<file path="src/rtl/ps2h_pkg.sv">
package ps2h_pkg;

  typedef enum logic [2:0] {
    SEL_CTRL = 3'd0,
    SEL_STAT = 3'd1,
    SEL_DATA = 3'd2,
    SEL_DIV  = 3'd3,
    SEL_INTR = 3'd4,
    SEL_ID   = 3'd5,
    SEL_NONE = 3'd6
  } reg_sel_e;

  localparam int unsigned BIT_TX_EMPTY = 6;
  localparam int unsigned BIT_RX_FULL  = 4;
  localparam int unsigned BIT_RX_PAR   = 2;
  localparam int unsigned BIT_IRQ_RXEN = 4;
  localparam int unsigned BIT_IRQ_TXEN = 3;

  // even-weight check: 1 when the byte holds an odd number of ones
  function automatic logic byte_parity(input logic [7:0] b);
    return ^b;
  endfunction

  function automatic logic [7:0] id_byte(input logic [2:0] idx);
    case (idx)
      3'd0: id_byte = 8'h50;
      3'd1: id_byte = 8'h10;
      3'd2: id_byte = 8'h04;
      3'd3: id_byte = 8'h00;
      3'd4: id_byte = 8'h0D;
      3'd5: id_byte = 8'hF0;
      3'd6: id_byte = 8'h05;
      default: id_byte = 8'hB1;
    endcase
  endfunction

endpackage

</file>
<file path="src/rtl/ps2h_decode.sv">
module ps2h_decode
  import ps2h_pkg::*;
#(
  parameter int unsigned ADDR_W = 12
) (
  input  logic [ADDR_W-1:0] addr,
  output reg_sel_e          sel,
  output logic [2:0]        id_idx
);
  localparam int unsigned WORD_W  = ADDR_W - 2;
  localparam int unsigned ID_BASE = (1 << WORD_W) - 8;

  logic [WORD_W-1:0] word;
  logic [1:0]        unused_addr_lo;

  assign word           = addr[ADDR_W-1:2];
  assign unused_addr_lo = addr[1:0];
  assign id_idx         = word[2:0];

  always_comb begin
    if (32'(word) >= ID_BASE) sel = SEL_ID;
    else begin
      case (32'(word))
        0:       sel = SEL_CTRL;
        1:       sel = SEL_STAT;
        2:       sel = SEL_DATA;
        3:       sel = SEL_DIV;
        4:       sel = SEL_INTR;
        default: sel = SEL_NONE;
      endcase
    end
  end
endmodule

</file>
<file path="src/rtl/ps2h_rx_hold.sv">
module ps2h_rx_hold (
  input  logic       clk,
  input  logic       rst_n,
  input  logic       rx_valid,
  input  logic [7:0] rx_byte,
  input  logic       consume,
  output logic       pending,
  output logic [7:0] held,
  output logic [7:0] last
);
  logic take;
  assign take = consume && pending;

  always_ff @(posedge clk) begin
    if (!rst_n) begin
      pending <= 1'b0;
      held    <= '0;
      last    <= '0;
    end else begin
      if (take) last <= held;
      if (rx_valid) begin
        held    <= rx_byte;
        pending <= 1'b1;
      end else if (take) begin
        pending <= 1'b0;
      end
    end
  end

  a_r3_capture: assert property (@(posedge clk) disable iff (!rst_n)
    rx_valid |=> pending && held == $past(rx_byte));
  a_r4_consume: assert property (@(posedge clk) disable iff (!rst_n)
    consume && pending && !rx_valid |=> !pending && last == $past(held));
  a_r4_stale: assert property (@(posedge clk) disable iff (!rst_n)
    !(consume && pending) |=> $stable(last));
  a_r5_keep: assert property (@(posedge clk) disable iff (!rst_n)
    pending && !consume |=> pending);
endmodule

</file>
<file path="src/rtl/ps2h_csr.sv">
module ps2h_csr #(
  parameter int unsigned DATA_W = 32,
  parameter int unsigned CTRL_W = 8,
  parameter int unsigned DIV_W  = 8
) (
  input  logic              clk,
  input  logic              rst_n,
  input  logic              ctrl_we,
  input  logic              div_we,
  input  logic [DATA_W-1:0] wdata,
  output logic [CTRL_W-1:0] ctrl,
  output logic [DIV_W-1:0]  div
);
  always_ff @(posedge clk) begin
    if (!rst_n) begin
      ctrl <= '0;
      div  <= '0;
    end else begin
      if (ctrl_we) ctrl <= wdata[CTRL_W-1:0];
      if (div_we)  div  <= wdata[DIV_W-1:0];
    end
  end

  a_r2_ctrl_store: assert property (@(posedge clk) disable iff (!rst_n)
    ctrl_we |=> ctrl == $past(wdata[CTRL_W-1:0]));
  a_r2_div_hold: assert property (@(posedge clk) disable iff (!rst_n)
    !div_we |=> $stable(div));
endmodule

</file>
<file path="src/rtl/ps2h_tx_emit.sv">
module ps2h_tx_emit #(
  parameter int unsigned DATA_W = 32
) (
  input  logic              clk,
  input  logic              rst_n,
  input  logic              data_we,
  input  logic [DATA_W-1:0] wdata,
  output logic              tx_valid,
  output logic [7:0]        tx_byte
);
  always_ff @(posedge clk) begin
    if (!rst_n) begin
      tx_valid <= 1'b0;
      tx_byte  <= '0;
    end else begin
      tx_valid <= data_we;
      if (data_we) tx_byte <= wdata[7:0];
    end
  end

  a_r9_pulse_src: assert property (@(posedge clk) disable iff (!rst_n)
    tx_valid |-> $past(data_we));
  a_r9_byte: assert property (@(posedge clk) disable iff (!rst_n)
    data_we |=> tx_valid && tx_byte == $past(wdata[7:0]));
endmodule

</file>
<file path="src/rtl/ps2_host_port.sv">
module ps2_host_port
  import ps2h_pkg::*;
#(
  parameter int unsigned ADDR_W = 12,
  parameter int unsigned DATA_W = 32,
  parameter int unsigned CTRL_W = 8,
  parameter int unsigned DIV_W  = 8
) (
  input  logic              clk,
  input  logic              rst_n,
  input  logic              bus_sel,
  input  logic              bus_we,
  input  logic [ADDR_W-1:0] bus_addr,
  input  logic [DATA_W-1:0] bus_wdata,
  output logic [DATA_W-1:0] bus_rdata,
  input  logic              rx_valid,
  input  logic [7:0]        rx_byte,
  output logic              tx_valid,
  output logic [7:0]        tx_byte,
  output logic              irq
);
  reg_sel_e          sel;
  logic [2:0]        id_idx;
  logic              wr_hit, rd_hit;
  logic              ctrl_we, div_we, data_we, consume;
  logic              pending;
  logic [7:0]        held, last;
  logic [CTRL_W-1:0] ctrl;
  logic [DIV_W-1:0]  div;
  logic              rx_irq_en, tx_irq_en;
  logic              unused_wdata;

  assign unused_wdata = ^bus_wdata;

  ps2h_decode #(.ADDR_W(ADDR_W)) u_dec (
    .addr(bus_addr), .sel(sel), .id_idx(id_idx)
  );

  assign wr_hit  = bus_sel &&  bus_we;
  assign rd_hit  = bus_sel && !bus_we;
  assign ctrl_we = wr_hit && sel == SEL_CTRL;
  assign div_we  = wr_hit && sel == SEL_DIV;
  assign data_we = wr_hit && sel == SEL_DATA;
  assign consume = rd_hit && sel == SEL_DATA;

  ps2h_rx_hold u_rx (
    .clk(clk), .rst_n(rst_n), .rx_valid(rx_valid), .rx_byte(rx_byte),
    .consume(consume), .pending(pending), .held(held), .last(last)
  );

  ps2h_csr #(.DATA_W(DATA_W), .CTRL_W(CTRL_W), .DIV_W(DIV_W)) u_csr (
    .clk(clk), .rst_n(rst_n), .ctrl_we(ctrl_we), .div_we(div_we),
    .wdata(bus_wdata), .ctrl(ctrl), .div(div)
  );

  ps2h_tx_emit #(.DATA_W(DATA_W)) u_tx (
    .clk(clk), .rst_n(rst_n), .data_we(data_we), .wdata(bus_wdata),
    .tx_valid(tx_valid), .tx_byte(tx_byte)
  );

  assign rx_irq_en = ctrl[BIT_IRQ_RXEN];
  assign tx_irq_en = ctrl[BIT_IRQ_TXEN];
  assign irq       = tx_irq_en || (rx_irq_en && pending);

  always_comb begin
    bus_rdata = '0;
    case (sel)
      SEL_CTRL: bus_rdata[CTRL_W-1:0] = ctrl;
      SEL_STAT: begin
        bus_rdata[BIT_TX_EMPTY] = 1'b1;
        bus_rdata[BIT_RX_FULL]  = pending;
        bus_rdata[BIT_RX_PAR]   = byte_parity(last);
      end
      SEL_DATA: bus_rdata[7:0] = pending ? held : last;
      SEL_DIV:  bus_rdata[DIV_W-1:0] = div;
      SEL_INTR: bus_rdata[1:0] = {1'b1, pending};
      SEL_ID:   bus_rdata[7:0] = id_byte(id_idx);
      default:  bus_rdata = '0;
    endcase
  end

  a_r8_follow: assert property (@(posedge clk) disable iff (!rst_n)
    ctrl_we |=> irq == ($past(bus_wdata[BIT_IRQ_TXEN])
                        || ($past(bus_wdata[BIT_IRQ_RXEN]) && pending)));
  a_r11_undef_write: assert property (@(posedge clk) disable iff (!rst_n)
    wr_hit && sel == SEL_NONE |=> $stable(ctrl) && $stable(div) && !tx_valid);
  a_r11_undef_read: assert property (@(posedge clk) disable iff (!rst_n)
    rd_hit && sel == SEL_NONE |-> bus_rdata == '0);
  a_r6_tx_empty: assert property (@(posedge clk) disable iff (!rst_n)
    rd_hit && sel == SEL_STAT |-> bus_rdata[BIT_TX_EMPTY]);
endmodule

</file>
<file path="config.mk">
export PLATFORM = sky130hd
export DESIGN_NAME = ps2_host_port
export DESIGN_NICKNAME = d
export VERILOG_FILES = /design/src/rtl/ps2h_pkg.sv /design/src/rtl/ps2h_decode.sv /design/src/rtl/ps2h_rx_hold.sv /design/src/rtl/ps2h_csr.sv /design/src/rtl/ps2h_tx_emit.sv /design/src/rtl/ps2_host_port.sv
export SDC_FILE = /design/constraint.sdc
export NUM_CORES = 1
export LEC_CHECK = 0
export BUFFER_PORTS_ARGS = -buffer_cell sky130_fd_sc_hd__buf_2
export CAP_MARGIN = 20
export CORE_ASPECT_RATIO = 1.25
export CORE_MARGIN = 2
export CORE_UTILIZATION = 44
export DETAILED_ROUTE_END_ITERATION = 7
export PLACE_DENSITY = 0.77
export SYNTH_ARGS = -nofsm -noshare
export SYNTH_HDL_FRONTEND = slang
export SYNTH_SLANG_ARGS = --single-unit
</file>
<file path="constraint.sdc">
create_clock -name clk -period 1.73 [get_ports clk]
set_clock_uncertainty 0.05 [all_clocks]
set_input_delay 0.173 -clock clk [delete_from_list [all_inputs] [get_ports clk]]
set_output_delay 0.173 -clock clk [all_outputs]
set_load 0.005 [all_outputs]
</file>
==> results.yml, run 1 <==
final_layout:
  final_nets: 389
  fillCellCount: 464
  layout-drive-gt1-share_pct: 39.16
  synthToLayoutAreaGrowth_pct: 29.88
  antenna_cells: 0
  utilization_pct: 58.46
cts:
  clkTransAtPathRegs_ps: 80
  cts_tree: "yes"
  htreeDepth: 2
  clockBufferDepth: 2
  clock_latency_ps: 290
  cts_sinks: 42
  ctsHoldBuffers: 0
  ctsRootBufferMaster: "clkbuf_8"
  numCtsBuffers: 5
power_and_ir_drop:
  vdd_drop_max_v: 0.0005497
  power.leakage_uw: 0.001459
  p_per_area_nw_per_um2: 637.6
placed_design:
  gp_congestion: 0.8263
  dp_hpwl_um: 3782
  portBuffers: 48
hold_path:
  min_path_cells: 3
  min_to: "u_rx.held[4]"
  hold_start: "rx_byte[4]"
  worstHoldPathType: "primary input to flip-flop"
worst_setup_path:
  r2r_start: "u_rx.pending"
  cp-end-kind: "output pin"
  worstPathRequired_ps: 1510
  crit_path_start_kind: "flip-flop"
  r2r_cells: 6
  worstSetupPathType: "flip-flop to output pin"
  cp_max_fo: 2
  reg2reg_slack_ps: 230
  r2r-end: "u_rx.last[1]"
  cp.arrival_ps: 1800
global_routing:
  gr-total-overflow: 0
  grt_pass1_vias: 1833
  grt_pass1_wl_um: 8507
  grt_max_degree: 43
  grt_usage_pct: 17.60
  grt_antenna_before_repair: 0
sta:
  min_period_ps: 2028
  drv_slew: 0
  tightest_slew_ps: 568.0
  rsz0062_at_grt: "true"
  min_period_over_period_pct: 117.2
  hold_viol: 0
  relSlewSlack_pct: 62.13
  max_freq_mhz: 493.1
  hold_slack_ps: 84.70
  layout_setup_ws_ps: -298.0
  setup_viol: 1
floorplanning:
  design.die.area_um2: 6104
  ios: 99
  die_h_um: 86.85
  coreArea_um2: 5368
  rows: 30
  die_w_um: 70.28
  initial_core_util_pct: 45.01
drt:
  wl_um: 5491
  drtPass1Iterations: 4
  drc: 0
  ant_nets: 0
  wl_per_cell_um: 13.87
  vias_per_cell: 5.063
  drt_iter0_markers: 107
  route.vias.total: 2005
logic_synthesis:
  yosysTopAreaCellShare_pct: 34.80
  synth_edf_count: 0
  synth_area_leaders: "dfxtp_1, mux2i_1, nor2b_1, buf_4, nand2_1"
  synth.avg_cell_area_um2: 9.401
  yosys-top-cells-count: "dfxtp_1, mux2i_1, nor2b_1"
  synth-async-reset-ratio_pct: 0
  ys_ff_latch: 42
  ys_seq_area_share_pct: 34.80
  synth_area_um2: 2416
  syn_inst: 257
  synth_cell_type_count: 45
  yosysTopAreaCell: "dfxtp_1"
  ys.flop_type: "dfxtp_1"
  yosysWarnings: 0
run:
  maxCapViolations: 0
status:
  status: "finished with violations"
  violations: "negative setup slack"
==> layer usage <==
layer	part of all wire, %	up-vias	track usage [%]	wire, µm
li1	-	983	-	-
met1	43	937	22.40	2387
met2	49	76	30.70	2670
met3	6.1	9	3.125	337
met4	1.7	0	4.720	96
met5	0	-	0	0
==> through the flow <==
stage	total power [µW]	setup TNS (ps)	worst slack [ps]	instance area (µm²)	instances
finish	2001	-298.0	-298.0	3138	396
global route	2065	-469.3	-292.1	3138	396
CTS	1997	-236.7	-233.8	2979	393
detailed placement	1207	-2551	-127.8	2798	384
global placement	1203	-1775	-130.5	2798	384
floorplan	1162	0	38.51	2502	280
==> layout by cell type (no fill, tap or decap), drive strengths merged, types with 3 or more instances in the layout <==
cell / n
nor2: 9
o211ai: 3
nand3: 6
xnor2: 6
nor4: 3
nor2b: 33
a21boi: 8
nor3: 3
clkbuf: 6
dfxtp: 42
a21oi: 4
nand3b: 3
a211o: 5
buf: 85
conb: 24
inv: 3
mux2i: 42
nand2: 25
==> flip-flops by register name, summed over array words and instances (netlist names) <==
register       flops
u_tx.tx_valid      1
u_csr.div          8
u_csr.ctrl         8
u_rx.last          8
u_rx.pending       1
u_tx.tx_byte       8
u_rx.held          8
==> final cells by class <==
class | instances | area (µm²) | share of cell area, %
clock inverters | 1 | 30.03 | 0.9569
well taps | 64 | 80.08 | 2.552
clock buffers | 6 | 82.58 | 2.632
inverters | 3 | 11.26 | 0.3589
multi-input cells | 195 | 1521 | 48.48
flip-flops and latches | 42 | 849.6 | 27.07
repair buffers | 85 | 563.0 | 17.94
==> cells by family (layout without fill, tap and decap cells) <==
logic type | count (synthesis) | after routing | share of synthesized area (%)
simple gates | 91 | 91 | 23.10
mux | 43 | 43 | 17.87
buf+inv | 43 | 95 | 11.96
flops | 42 | 42 | 34.80
compound gates | 29 | 29 | 9.219
xor+xnor | 8 | 8 | 2.900
other cells | 1 | 24 | 0.1552
==> power by group <==
part           internal [µW]  leakage [µW]  switching (µW)
registers                978      0.000343            12.8
clock network            462     0.0000573             326
logic                    106       0.00106             115
==> critical path: stages, from the launching register on <==
cell	delay, ps
dfxtp_2	370
xor2_2	220
xnor2_2	150
xnor2_1	170
mux2i_1	140
o311ai_2	300
buf_2	180
==> worst max path at each step <==
stage,start,end,slack [ps],cells past startpoint
after floorplan,bus_addr[4],u_rx.pending,40,7
after global placement,bus_addr[8],bus_rdata[2],-130,7
after detailed placement,bus_addr[5],u_csr.div[4],-130,6
after CTS,u_rx.last[7],bus_rdata[2],-230,6
after global routing,u_rx.last[6],bus_rdata[2],-290,6
final,u_rx.last[6],bus_rdata[2],-300,6
==> what timing repair did <==
action                     4_1_cts  5_1_grt
setup endpoints to repair        8        7
setup buffers                    3        3
hold endpoints to repair         0        0
resized for setup               14       29
pin swaps                        4        9
(Power assumes the default switching activity.)
==> inputs of run 2 (changes only) <==
ABC_AREA = 1   (was default)
==> run 2 against run 1 <==
The flow now finishes without violations. Count of clock-buffer cells in the layout unchanged. Combinational power decreased by 16%. Fmax increased by 21%. Wire length increased by 0.82%. Core utilization decreased by 6.7 points. Largest power group unchanged. Power decreased by 3.2%. Cell area decreased by 12%. Cell count increased by 20%. Area after synthesis decreased by 0.73%. Clock power decreased by 3.9%. Hold slack got worse by 33 ps. Sequential power about the same. Critical endpoint is now bus_rdata[1].
==> results.yml, run 2 <==
status:
  status: "finished clean"
worst_setup_path:
  reg2reg_slack_ps: 740
  worstSetupPathType: "flip-flop to output pin"
  r2r_cells: 4
  r2r-end: "u_rx.last[1]"
  cp_max_fo: 27
  cp-end-kind: "output pin"
  worstPathRequired_ps: 1510
  r2r_start: "u_rx.pending"
  crit_path_start_kind: "flip-flop"
  cp.arrival_ps: 1450
cts:
  clock_latency_ps: 290
  clkTransAtPathRegs_ps: 80
  numCtsBuffers: 5
  ctsRootBufferMaster: "clkbuf_8"
  ctsHoldBuffers: 0
  cts_tree: "yes"
  clockBufferDepth: 2
  cts_sinks: 42
  htreeDepth: 2
drt:
  wl_um: 5536
  vias_per_cell: 4.977
  wl_per_cell_um: 11.65
  drtPass1Iterations: 5
  route.vias.total: 2364
  drc: 0
  drt_iter0_markers: 128
  ant_nets: 0
placed_design:
  dp_hpwl_um: 4245
  gp_congestion: 0.8432
  portBuffers: 48
sta:
  min_period_over_period_pct: 96.83
  hold_viol: 0
  setup_viol: 0
  max_freq_mhz: 596.9
  min_period_ps: 1675
  drv_slew: 0
final_layout:
  layout_common_cells: "nand2_1, buf_2, dfxtp_1"
  final_nets: 467
  layout-drive-gt1-share_pct: 20.44
  final_common_cell: "nand2_1"
  antenna_cells: 0
  synthToLayoutAreaGrowth_pct: 15.08
  utilization_pct: 51.78
  fillCellCount: 558
logic_synthesis:
  synth_fa_ha_area_share_pct: 0
  synth_cell_type_count: 28
  yosysWarnings: 0
  synth-async-reset-ratio_pct: 0
  ys_seq_area_share_pct: 35.05
  yosys-top-cells-count: "nand2_1, dfxtp_1, a21oi_1"
  synth_xor_xnor_area_share_pct: 0.3652
  synth-compound-area-share_pct: 14.45
  synth_area_leaders: "dfxtp_1, nand2_1, buf_4, a21oi_1, o21ai_0"
  yosysTopAreaCell: "dfxtp_1"
  synth_top_family_by_area: "simple AND/OR/NAND/NOR gates"
  synth.avg_cell_area_um2: 6.719
  ys_ff_latch: 42
  yosysTopAreaCellShare_pct: 35.05
  syn_inst: 357
  synthMuxAreaShare_pct: 0
  yosys.area_share.simple_pct: 34.06
  synth_edf_count: 0
  yosys.cell_count.top_type: "nand2_1"
  synth_area_um2: 2399
  ys.flop_type: "dfxtp_1"
hold_path:
  min_to: "u_rx.held[1]"
  min_path_cells: 3
  hold_start: "rx_byte[1]"
  worstHoldPathType: "primary input to flip-flop"
power_and_ir_drop:
  power.leakage_uw: 0.001246
  switching_share_pct: 23.93
  vdd_drop_max_v: 0.0006324
  p_comb_share_pct: 9.6
  power_uw: 1936
  p_per_area_nw_per_um2: 701.4
  internal_power_uw: 1473
  switchingPower_uw: 463.2
  p_seq_share_pct: 51.3
  p_clk_share_pct: 39.1
global_routing:
  grt_max_degree: 28
  grt_pass1_wl_um: 9177
  met1_usage_pct: 23.04
  grt_usage_pct: 18.19
  grt_antenna_before_repair: 0
  busiest_layer: "met2"
  grt_pass1_vias: 2138
  gr-total-overflow: 0
  met3_usage_pct: 3.023
  use_met2_pct: 31.26
floorplanning:
  initial_core_util_pct: 45.00
  rows: 30
  ios: 99
  coreArea_um2: 5330
  die_w_um: 70.04
  die_h_um: 86.55
  design.die.area_um2: 6061
run:
  maxCapViolations: 0
run 2: cell types whose count changed in the layout (fill, tap and decap cells not counted), moves of 20 or more:
cell and change:
a21oi_1 +31, mux2i_1 -40, o21ai_0 +32, buf_4 -21, nand3_1 +26, nor2b_1 -33
nor2_1 +20, inv_1 +26, nand2_1 +69
run 2: final cells by class:
| type | count | area (µm²) | share of cell area (%) |
|---|---|---|---|
| clock buffer | 6 | 72.57 | 2.629 |
| tap | 64 | 80.08 | 2.901 |
| inverter | 32 | 120.1 | 4.352 |
| clock inverter | 2 | 37.54 | 1.360 |
| sequential | 42 | 843.3 | 30.55 |
| timing repair buffer | 59 | 339.1 | 12.28 |
| multi-input combinational | 270 | 1267 | 45.92 |
run 2: metal layers:
metal | up-vias | wire length, µm | share of wire [%]
met4 | 0 | 91 | 1.6
li1 | 1218 | - | -
met5 | - | 0 | 0
met3 | 10 | 362 | 6.5
met1 | 1038 | 2408 | 43
met2 | 98 | 2673 | 48
run 2: critical path, cell delays in order (launching register included):
cell and delay [ps]:
dfxtp_1 360, buf_12 170, nand2_1 70, o21ai_0 80, nand2_1 90, nand2_1 70, nor2_1 40, o21ai_0 110
buf_2 170
run 2: cells by family after synthesis:
logic type	count (synthesis)
simple gates	177
flops	42
buf+inv	68
compound gates	68
xor+xnor	1
other cells	1
run 2: timing repair:
| item | 4_1_cts | 5_1_grt |
|---|---|---|
| buffers inserted | 0 | 2 |
| gates resized for setup | 0 | 5 |
| endpoints found under the setup margin | 0 | 3 |
run 2: power by group through the flow:
stage               Sequential (µW)  Clock (µW)  Combinational (µW)
finish                          993         757                 186
floorplan                      1010           0                 143
detailed placement             1020           0                 182
CTS                             993         773                 183
global route                    995         815                 210
global placement               1020           0                 179
run 2: worst max-delay path by stage:
stage	from	end	slack, ps	cells past startpoint
after global placement	bus_addr[8]	bus_rdata[5]	70	8
after detailed placement	bus_addr[8]	bus_rdata[5]	40	8
after CTS	bus_addr[8]	bus_rdata[5]	40	8
after floorplan	bus_addr[8]	bus_rdata[7]	370	6
final	u_rx.pending	bus_rdata[1]	50	8
after global routing	bus_addr[2]	bus_rdata[4]	-3	10
run 2: through the flow:
stage	instances	hold slack (ps)	setup slack, ps	TNS [ps]	area [µm²]
after floorplan	380	257.9	374.2	0	2485
after global placement	465	344.5	72.22	0	2624
after detailed placement	465	351.1	42.75	0	2624
after CTS	473	53.26	39.67	0	2734
after global routing	475	59.44	-2.710	-2.710	2760
final	475	51.75	54.77	0	2760
==> inputs of run 3 (changes only) <==
CAP_MARGIN = default   (was 20)
CORE_UTILIZATION = 45   (was 44)
SYNTH_HIERARCHICAL = 1   (was default)
==> run 3 against run 2 <==
The run now ends with negative setup slack left. Non-clock buffer count increased by 25. Clock power increased by 1%. Cell count increased by 20%. Sequential share of layout area decreased by 5.5 points. Die area increased by 8.3%. Wire length increased by 9.7%.
==> results.yml, run 3 <==
status:
  status: "finished with violations"
  violations: "negative setup slack"
sta:
  drv_slew: 0
  hold_viol: 0
  min_period_over_period_pct: 113.2
  setup_viol: 10
  rsz0062_at_grt: "true"
  min_period_ps: 1958
  layout_setup_ws_ps: -227.6
  max_freq_mhz: 510.8
cts:
  htreeDepth: 2
  cts_sinks: 42
  ctsRootBufferMaster: "clkbuf_8"
  clock_latency_ps: 290
  clkTransAtPathRegs_ps: 70
  ctsHoldBuffers: 0
  cts_tree: "yes"
  clockBufferDepth: 2
  numCtsBuffers: 5
power_and_ir_drop:
  power.leakage_uw: 0.001772
  power_uw: 1958
  vdd_drop_max_v: 0.001240
  p_per_area_nw_per_um2: 582.3
global_routing:
  grt_antenna_before_repair: 0
  grt_usage_pct: 18.30
  gr-total-overflow: 0
  grt_pass1_wl_um: 9818
  grt_max_degree: 29
  grt_pass1_vias: 2421
logic_synthesis:
  synth_area_um2: 2668
  synth_area_leaders: "dfxtp_1, nand2_1, nor2_1, buf_4, inv_1"
  ys.flop_type: "dfxtp_1"
  ys_seq_area_share_pct: 31.52
  ys_ff_latch: 42
  yosysTopAreaCellShare_pct: 31.52
  syn_inst: 431
  yosysWarnings: 6
  synth-async-reset-ratio_pct: 0
  yosys-top-cells-count: "nand2_1, nor2_1, inv_1"
  synth_cell_type_count: 28
  yosysTopAreaCell: "dfxtp_1"
  synth.avg_cell_area_um2: 6.189
  yosys.cell_count.top_type: "nand2_1"
  synth_edf_count: 0
drt:
  drtPass1Iterations: 4
  vias_per_cell: 4.600
  drt_iter0_markers: 109
  ant_nets: 0
  wl_um: 6072
  drc: 0
  route.vias.total: 2622
  wl_per_cell_um: 10.65
floorplanning:
  ios: 99
  rows: 31
  design.die.area_um2: 6564
  die_h_um: 90.08
  die_w_um: 72.87
  coreArea_um2: 5779
  initial_core_util_pct: 46.16
placed_design:
  portBuffers: 48
  placed_cell_area_um2: 2943
  gp_congestion: 0.8423
  dp_hpwl_um: 4298
worst_setup_path:
  crit_path_start_kind: "primary input"
  worstPathRequired_ps: 1510
  cp-end-kind: "output pin"
  worstSetupPathType: "primary input to output pin"
  cp_max_fo: 5
  cp.arrival_ps: 1730
final_layout:
  final_common_cell: "nand2_1"
  synthToLayoutAreaGrowth_pct: 26.08
  final_nets: 561
  antenna_cells: 0
  layout_common_cells: "nand2_1, nor2_1, inv_1"
  layout-drive-gt1-share_pct: 28.77
  design_area_um2: 3363
run:
  maxCapViolations: 0
hold_path:
  worstHoldPathType: "primary input to flip-flop"
## run 3: final cells by class
class / count / area (µm²)
fill: 562 / 2416
multi-input combinational: 314 / 1485
sequential: 42 / 842.1
timing repair buffer: 84 / 618.1
inverter: 57 / 222.7
clock buffer: 6 / 82.58
tap: 66 / 82.58
clock inverter: 1 / 30.03
## run 3: critical path, cell delays in order
cell,delay [ps]
buf_8,100
nor2_4,90
nand2_2,70
nor2_4,160
buf_6,130
clkinvlp_4,120
buf_12,150
nor3_4,300
nand2_2,100
o31ai_2,70
nor2_1,90
nand2_1,70
buf_2,110
## run 3: timing repair
item	in CTS	in global routing
endpoints found under the setup margin	8	33
resized for setup	22	42
pin swaps	18	16
cloned	0	4
buffers inserted	5	5
hold endpoints to repair	0	0
## run 3: cell families (layout without fill, tap and decap cells)
logic type	count (synthesis)	in the layout	synth area share (%)
AND/OR/NAND/NOR	259	260	40.57
other	1	24	0.1406
AO/OA/AOI/OAI	30	30	6.379
flip-flops	42	42	31.52
buffers and inverters	99	148	21.39
## run 3: final timing paths
kind | start | to | slack, ps | cells past startpoint
hold / removal | rx_byte[6] | u_rx/held[6] | 50 | 3
setup reg to reg | u_rx/pending | u_rx/last[1] | 640 | 5
setup / recovery | bus_addr[8] | bus_rdata[2] | -230 | 13
hold reg to reg | u_csr/ctrl[2] | u_csr/ctrl[2] | 420 | 2
## run 3: routing by layer
metal	up-vias	routed length, µm	track usage [%]
met3	9	264	2.915
li1	1380	-	-
met5	-	0	0
met2	69	3111	32.65
met1	1164	2573	21.58
met4	0	123	6.327
## run 3: stage by stage
step	util [%]	hold slack, ps	setup TNS [ps]	std cells	setup slack (ps)
2_1_floorplan	-	257.9	-280.3	454	-41.70
3_3_place_gp	50.92	344.7	-5195	549	-209.7
3_5_place_dp	50.92	353.4	-7569	549	-302.0
4_1_cts	54.99	46.22	-1117	561	-161.4
5_1_grt	58.19	54.16	-3157	570	-326.5
6_report	58.19	53.96	-1572	570	-227.6
## run 3: where the power goes
part | switching (µW) | internal [µW]
sequential | 14.4 | 982
clock | 305 | 461
combinational | 114 | 81.9
total | 433 | 1520
